$ cat src/rtl/bqm_pkg.sv
`timescale 1ns/1ps
package bqm_pkg;

  // Milestones tracked after a STOP; the index order is the flag order.
  localparam int unsigned NUM_GATES = 3;
  localparam int unsigned IDX_FREE  = 0;
  localparam int unsigned IDX_AVAIL = 1;
  localparam int unsigned IDX_IDLE  = 2;

  // Milestones that are only meaningful while acting as a target.
  localparam logic [NUM_GATES-1:0] TARGET_ONLY = 3'b110;

  typedef struct packed {
    logic scl;
    logic sda;
  } bus_lines_t;

endpackage

$ cat src/rtl/bqm_sync.sv
`timescale 1ns/1ps
// Multi-stage synchronizer, one chain per bit, reset to the idle-high level.
module bqm_sync #(
  parameter int unsigned STAGES = 2,
  parameter int unsigned WIDTH  = 2
) (
  input  logic             clk,
  input  logic             rst_n,
  input  logic [WIDTH-1:0] d,
  output logic [WIDTH-1:0] q
);

  for (genvar b = 0; b < WIDTH; b++) begin : g_bit
    logic [STAGES-1:0] shreg;

    always_ff @(posedge clk or negedge rst_n) begin
      if (!rst_n) shreg <= '1;
      else        shreg <= {shreg[STAGES-2:0], d[b]};
    end

    assign q[b] = shreg[STAGES-1];
  end

endmodule

$ cat src/rtl/bqm_cond_detect.sv
`timescale 1ns/1ps
// Decodes the STOP condition and the both-lines-high level from synced lines.
module bqm_cond_detect
  import bqm_pkg::*;
(
  input  logic       clk,
  input  logic       rst_n,
  input  bus_lines_t lines_s,
  output logic       stop_evt,
  output logic       lines_high
);

  bus_lines_t lines_d;

  always_ff @(posedge clk or negedge rst_n) begin
    if (!rst_n) lines_d <= '{scl: 1'b1, sda: 1'b1};
    else        lines_d <= lines_s;
  end

  function automatic logic is_stop(input bus_lines_t now, input bus_lines_t prev);
    return now.scl && prev.scl && now.sda && !prev.sda;
  endfunction

  assign stop_evt   = is_stop(lines_s, lines_d);
  assign lines_high = lines_s.scl && lines_s.sda;

endmodule

$ cat src/rtl/bqm_quiet_timer.sv
`timescale 1ns/1ps
// Shared saturating counter of quiet cycles since the last STOP.
module bqm_quiet_timer #(
  parameter int unsigned CNT_W = 16
) (
  input  logic             clk,
  input  logic             rst_n,
  input  logic             stop_evt,
  input  logic             lines_high,
  output logic             armed,
  output logic [CNT_W-1:0] count,
  output logic             stop_pulse
);

  localparam logic [CNT_W-1:0] CNT_MAX = '1;

  function automatic logic [CNT_W-1:0] sat_inc(input logic [CNT_W-1:0] v);
    return (v == CNT_MAX) ? v : v + 1'b1;
  endfunction

  always_ff @(posedge clk or negedge rst_n) begin
    if (!rst_n) begin
      armed      <= 1'b0;
      count      <= '0;
      stop_pulse <= 1'b0;
    end else begin
      stop_pulse <= stop_evt;
      if (stop_evt) begin
        armed <= 1'b1;
        count <= '0;
      end else if (!lines_high) begin
        armed <= 1'b0;
        count <= '0;
      end else if (armed) begin
        count <= sat_inc(count);
      end
    end
  end

endmodule

$ cat src/rtl/bqm_gate_flags.sv
`timescale 1ns/1ps
// Compares the shared count against each threshold and applies mode gating.
module bqm_gate_flags
  import bqm_pkg::*;
#(
  parameter int unsigned CNT_W = 16
) (
  input  logic                            armed,
  input  logic                            lines_high,
  input  logic                            target_en,
  input  logic [CNT_W-1:0]                count,
  input  logic [NUM_GATES-1:0][CNT_W-1:0] thresh,
  output logic [NUM_GATES-1:0]            flags
);

  function automatic logic reached(input logic [CNT_W-1:0] c, input logic [CNT_W-1:0] t);
    return c >= t;
  endfunction

  for (genvar g = 0; g < NUM_GATES; g++) begin : g_gate
    logic mode_ok;
    if (TARGET_ONLY[g]) begin : g_tgt
      assign mode_ok = target_en;
    end else begin : g_any
      assign mode_ok = 1'b1;
    end
    assign flags[g] = armed && lines_high && mode_ok && reached(count, thresh[g]);
  end

endmodule

$ cat src/rtl/bus_quiet_monitor.sv
`timescale 1ns/1ps
module bus_quiet_monitor
  import bqm_pkg::*;
#(
  parameter int unsigned CNT_W       = 16,
  parameter int unsigned SYNC_STAGES = 2
) (
  input  logic             clk,
  input  logic             rst_n,
  input  logic             scl_in,
  input  logic             sda_in,
  input  logic             target_en,
  input  logic [CNT_W-1:0] free_thresh,
  input  logic [CNT_W-1:0] avail_thresh,
  input  logic [CNT_W-1:0] idle_thresh,
  output logic             bus_free_o,
  output logic             bus_avail_o,
  output logic             bus_idle_o,
  output logic             stop_pulse_o
);

  bus_lines_t                      lines_raw;
  bus_lines_t                      lines_s;
  logic                            stop_evt;
  logic                            lines_high;
  logic                            armed;
  logic [CNT_W-1:0]                count;
  logic [NUM_GATES-1:0][CNT_W-1:0] thresh;
  logic [NUM_GATES-1:0]            flags;

  assign lines_raw = '{scl: scl_in, sda: sda_in};

  bqm_sync #(.STAGES(SYNC_STAGES), .WIDTH($bits(bus_lines_t))) u_sync (
    .clk (clk),
    .rst_n (rst_n),
    .d (lines_raw),
    .q (lines_s)
  );

  bqm_cond_detect u_cond (
    .clk (clk),
    .rst_n (rst_n),
    .lines_s (lines_s),
    .stop_evt (stop_evt),
    .lines_high (lines_high)
  );

  bqm_quiet_timer #(.CNT_W(CNT_W)) u_timer (
    .clk (clk),
    .rst_n (rst_n),
    .stop_evt (stop_evt),
    .lines_high (lines_high),
    .armed (armed),
    .count (count),
    .stop_pulse (stop_pulse_o)
  );

  assign thresh[IDX_FREE]  = free_thresh;
  assign thresh[IDX_AVAIL] = avail_thresh;
  assign thresh[IDX_IDLE]  = idle_thresh;

  bqm_gate_flags #(.CNT_W(CNT_W)) u_flags (
    .armed (armed),
    .lines_high (lines_high),
    .target_en (target_en),
    .count (count),
    .thresh (thresh),
    .flags (flags)
  );

  assign bus_free_o  = flags[IDX_FREE];
  assign bus_avail_o = flags[IDX_AVAIL];
  assign bus_idle_o  = flags[IDX_IDLE];

endmodule

$ cat config.mk
export PLATFORM = sky130hd
export DESIGN_NAME = bus_quiet_monitor
export DESIGN_NICKNAME = d
export VERILOG_FILES = /design/src/rtl/bqm_pkg.sv /design/src/rtl/bqm_sync.sv /design/src/rtl/bqm_cond_detect.sv /design/src/rtl/bqm_quiet_timer.sv /design/src/rtl/bqm_gate_flags.sv /design/src/rtl/bus_quiet_monitor.sv
export SDC_FILE = /design/constraint.sdc
export NUM_CORES = 1
export LEC_CHECK = 0
export ABC_AREA = 1
export BUFFER_PORTS_ARGS = -buffer_cell sky130_fd_sc_hd__buf_2
export CAP_MARGIN = 20
export CORE_ASPECT_RATIO = 0.6
export CORE_MARGIN = 8
export CORE_UTILIZATION = 48
export DETAILED_ROUTE_END_ITERATION = 8
export HOLD_SLACK_MARGIN = 0.15
export PLACE_DENSITY = 0.72
export SLEW_MARGIN = 20
export SYNTH_ARGS = -nofsm -noshare
export SYNTH_HDL_FRONTEND = slang
export SYNTH_HIERARCHICAL = 1
export SYNTH_SLANG_ARGS = --single-unit
$ cat constraint.sdc
create_clock -name clk -period 4.8 [get_ports clk]
set_input_delay 0.24 -clock clk [delete_from_list [all_inputs] [get_ports clk]]
set_output_delay 0.24 -clock clk [all_outputs]
set_load 0.02 [all_outputs]
---- Yosys cells after proc, flatten, opt, wreduce, memory -nomap -nowiden ----
Cells that the tools add are included.
storage, ports and cells
  flip-flop bits (word level) ............. 24
  input bits .............................. 53
  output and inout port bits .............. 4
  word-level logic and storage cells ...... 32
operators by class
  add/subtract/negate cells ............... 1
  magnitude comparators ................... 3
  equality and inequality tests ........... 4
  multiplexer cells ....................... 6
  reductions and logical operators ........ 11
operators by type and width
  cell                     number
  $mux W16                 4
  $ge A16 B16 Y1           3
  $add A16 B1 Y16 const B  1
  $eq A16 B16 Y1 const B   1
  $logic_and A1 B1 Y1      9
  $ne A3 B3 Y1 const B     2
  $mux W1                  2
  $ne A2 B2 Y1 const B     1
  $reduce_and A2 Y1        1
  $logic_not A1 Y1         1

---- Longest topological paths before layout ----
  depth in word-level cells ............... 5
  depth in mapped cells ................... 11
  mapped depth without buffers ............ 11

---- By module ----
Netlist, hierarchy kept.
by module, submodules not included
  module           instances  cells each  area an instance (um^2)  seq. area each (um^2)
  bqm_gate_flags   1          213         1,293.7                  0.0
  bqm_quiet_timer  1          172         1,199.9                  450.4
  bqm_sync         1          6           120.1                    105.1
  bqm_cond_detect  1          7           71.3                     52.6

---- Worst setup path before layout ----
OpenSTA, ideal clock, no wires.
  path kind ............................... reg2reg
  start point ............................. register u_sync.g_bit[1].shreg[1]
  end point ............................... register u_timer.count[3]
  library setup time ...................... 0.126 ns
  arrival time ............................ 1.572 ns
  required time ........................... 4.674 ns
  slack ................................... 3.102 ns
  cell stages (with the launch flop) ...... 11
  buffers on the path ..................... 3
  period minus slack after synthesis ...... 1.698 ns
  path through ............................ dfstp_2 -> buf_4 -> nand2_1 -> inv_1 -> buf_2 -> inv_2 -> nor2_2 -> inv_2 -> a21oi_4 -> buf_6 -> o21ai_0
between the ends
  elaborated cells on any way between the ends .. 9
  those cells by class .................... eq/ne: 2; mux: 2; reduce/logical: 5
RTL lines
  element                                                         line                     source
  start, declared                                                 bqm_sync.sv:14           logic [STAGES-1:0] shreg;
  start signal, assigned                                          bqm_sync.sv:18           else shreg <= {shreg[STAGES-2:0], d[b]};
  $logic_and A1 B1 Y1 *                                           bqm_cond_detect.sv:25    assign lines_high = lines_s.scl && lines_s.sda;
  via lines_high                                                  bus_quiet_monitor.sv:25  logic lines_high;
  $ne A3 B3 Y1 (no line) / $mux W16 (equally long branches)       --
  $reduce_and A2 Y1 (no line) / $mux W16 (equally long branches)  --
  end signal, assigned                                            bqm_quiet_timer.sv:35    count <= sat_inc(count);
  end, declared                                                   bqm_quiet_timer.sv:11    output logic [CNT_W-1:0] count,
Mark *: on every way through the listed nets, which the timed path passes. The rest lies on a longest branch.
A chain may end at the register's enable or synchronous reset.

---- Worst setup path in the final report ----
  start point ............................. register u_timer.count[7]
  end point ............................... output bus_avail_o
between the ends
  longest elaborated chain between the ends .. 2
ends and longest elaborated chain
  element              line                     source
  $ge A16 B16 Y1       bqm_gate_flags.sv:17     return c >= t;
  $logic_and A1 B1 Y1  bqm_gate_flags.sv:27     assign flags[g] = armed && lines_high && mode_ok && reached(count, thresh[g]);
  end, declared        bus_quiet_monitor.sv:17  output logic bus_avail_o,
Every way passes these cells.

==> out/results.tsv <==
metric	value	unit
nets	558	
setup_tns	0	ns
clock buffer depth	2	
clock share of power	38.7	%
Fmax	0.4604	GHz
#FFs+latches synth	24	
DRT iter0 DRCs	119	
CP Launch Type	flip-flop	
GR Util All Layers	15.96	%
Net Sw Power	112.7	uW
sequential-to-total area share from yosys stat	22.65	%
Vias/cell	4.903	
syn avg cell area	6.746	um2
Combinational Power Share	16.1	%
CTS tree	built	
main combinational cell family by area after synthesis	simple AND/OR/NAND/NOR gates	
Crit path arrival time	1.93	ns
Post-CTS Resized	0	
FILL cells	544	
HP Class	reg2reg	
Initial Util	48.89	%
Cell Int Power	352.2	uW
antenna cells	0	
Post-Syn Area	2685	um2
Mapped Nets	500	
post-route design area	3113	um2
CTS Buf Count	3	
largest area contributor in the netlist	ha_1	
GR Overflow Total	0	
Clock Latency Late Sink	0.27	ns
sw frac	24.25	%
Crit path required time	4.56	ns
max cap viols	0	
Die ar.	8322	um2
Pins Over Slew Limit	0	
global-route wire length before repair	11040	um
mux contribution to synthesized area	0	%
Worst Tran Pin Value	0.5547	ns
Crit Path Class	reg2out	
vias in the first global route	2431	
sequential power share	45.2	%
initial antenna violation count	0	
# port buffers	56	
Cell variety after synth	28	
placed inst area	3012	um2
clk sinks	24	
Area growth, synth to finish	15.94	%
Clock Pin Slew Worst Setup and Hold Paths	0.09	ns
Setup violations, final	0	
Leakage Power	0.001803	uW
share of Yosys cell area claimed by the top area cell type	22.83	%
routed len/inst	12.43	um
synth warn	6	
Die W	112.6	um
fin crit share	45.25	%
clock skew	0.003863	ns
TritonRoute pass-1 iters	4	
Hold Fails Final Rpt	0	
DPL Wire Length	5336	um
I/O pin count	57	
vias post-DR	2569	
RSZ-0062 raised after global routing	no	
Syn Inst Count	398	
R2R Setup Slk	2.84	ns
post-CTS setup buffer count	0	
Worst Path Max Fanout	8	
Routed Antenna Nets	0	
Root Driver	clkbuf_8	
Final Power	465.0	uW
post-synthesis simple-gate area fraction	30.89	%
Worst setup EP type	primary output	
gpl congestion	0.8363	
WL final	6514	um
Die Y	73.94	um
core area	5492	um2
Adder-Cell Fraction of Synth Area	22.83	%
status	completed	
share of layout cells above drive strength 1	19.12	%
Max transition margin	63.02	%
H-tree levels	1	
PwrDens	149.4	nW/um2
Worst VDD drop	105.1	uV
num rows	21	
Post-Synth XOR/XNOR Area	0.3262	%
Compound-Gate Fraction of Synth Area	9.366	%
largest net degree at the start of global routing	25	
DR DRC count	0	
ranking of synthesized cells by area	ha_1, dfrtp_1, nand2_1, inv_1, dfstp_2	
post-layout min period	2.172	ns
[final cells by class]
class	instances	area [um2]	area share, %
clock buffers	3	41.29	1.326
repair buffers	59	310.3	9.968
flip-flops and latches	24	608.1	19.53
clock inverters	1	30.03	0.9646
inverters	89	334.1	10.73
well taps	69	86.33	2.773
multi-input cells	279	1703	54.70
[stage by stage]
stage          utilization (%)  std cells  hold slack, ns  worst slack [ns]
2_1_floorplan                -        398        -0.05559             3.102
3_3_place_gp             54.84        517          0.2472             2.955
3_5_place_dp             54.84        517          0.2600             2.873
4_1_cts                  56.69        524          0.3618             2.623
5_1_grt                  56.69        524          0.3628             2.448
6_report                 56.69        524          0.3595             2.628
[final timing paths]
| kind | startpoint | end | cells after the start |
|---|---|---|---|
| min | u_sync/g_bit[0].shreg[0] | u_sync/g_bit[0].shreg[1] | 0 |
| min reg2reg | u_sync/g_bit[0].shreg[0] | u_sync/g_bit[0].shreg[1] | 0 |
| max | u_timer/count[7] | bus_avail_o | 9 |
| max reg2reg | u_timer/count[1] | u_timer/count[8] | 6 |
| max in group asynchronous | rst_n | u_cond/lines_d[0] | 2 |
| min in group asynchronous | rst_n | u_timer/count[8] | 2 |
[worst max-delay path, stage by stage, from the launching register on]
cell and delay (ns):
dfrtp_1 0.49, ha_1 0.35, nand2_1 0.08, nor2_2 0.12
and2_1 0.12, nor2_1 0.04, nand2_1 0.09, nand2_1 0.07
a21oi_2 0.12, buf_2 0.18
[registers in the layout (all words and copies together) (netlist names)]
| register | count |
|---|---|
| u_timer/count | 16 |
| u_sync/g_bit.shreg | 4 |
| u_cond/lines_d | 2 |
| u_timer/armed | 1 |
| u_timer/stop_pulse | 1 |
[cell families (layout without fill, tap and decap cells)]
logic type      after synthesis  after routing
buf+inv                      95            152
xor+xnor                      1              1
compound gates               44             44
fa+ha+maj                    49             49
simple gates                185            185
flops                        24             24
[per-layer routing]
| metal | global-route usage, % | share of wire [%] |
|---|---|---|
| met1 | 22.54 | 51 |
| met2 | 24.41 | 40 |
| met3 | 3.647 | 8.3 |
| met4 | 3.116 | 0.80 |
| met5 | 0 | 0 |
[cells in the mapped netlist, drive strengths merged]
| library cell | number |
|---|---|
| nand2 | 110 |
| inv | 89 |
| ha | 49 |
| nor2 | 38 |
| a21oi | 25 |
| dfrtp | 18 |
| nand4 | 17 |
| o21ai | 17 |
| nand3 | 13 |
| dfstp | 6 |
| buf | 5 |
| nor3 | 4 |
| and2 | 2 |
| clkbuf | 1 |
| nand3b | 1 |
| o21a | 1 |
| o21bai | 1 |
| xor2 | 1 |
[power by group through the flow]
stage,clock network [uW],logic (uW),registers [uW]
3_5_place_dp,0,73.4,214
4_1_cts,185,75.8,210
3_3_place_gp,0,70.1,214
6_report,180,75.0,210
2_1_floorplan,0,42.2,213
5_1_grt,192,87.5,211
[timing repair]
item	in CTS	in global routing
hold endpoints to repair	20	0
hold buffers	3	0
setup endpoints to repair	0	0
[placed cells by master, fill, tap and decap left out]
master / synthesis / layout
xor2_1: 1 / 1
dfrtp_1: 18 / 18
ha_1: 49 / 49
o21bai_1: 1 / 1
o21ai_2: 2 / 2
o21a_1: 1 / 1
dlygate4sd3_1: 0 / 3
nand3_1: 13 / 13
dfstp_2: 6 / 6
inv_2: 2 / 2
nand4_4: 1 / 1
buf_2: 2 / 56
a21oi_2: 2 / 2
a21oi_1: 22 / 22
nand3b_1: 1 / 1
bufinv_16: 0 / 1
nand4_1: 16 / 16
o21ai_0: 15 / 15
nor2_4: 3 / 3
and2_1: 2 / 2
nand2_1: 105 / 105
nor3_1: 4 / 4
nand2_2: 5 / 5
inv_1: 87 / 87
nor2_2: 5 / 5
a21oi_4: 1 / 1
nor2_1: 30 / 30
clkbuf_8: 0 / 3
Power figures use the tool's default switching activity.
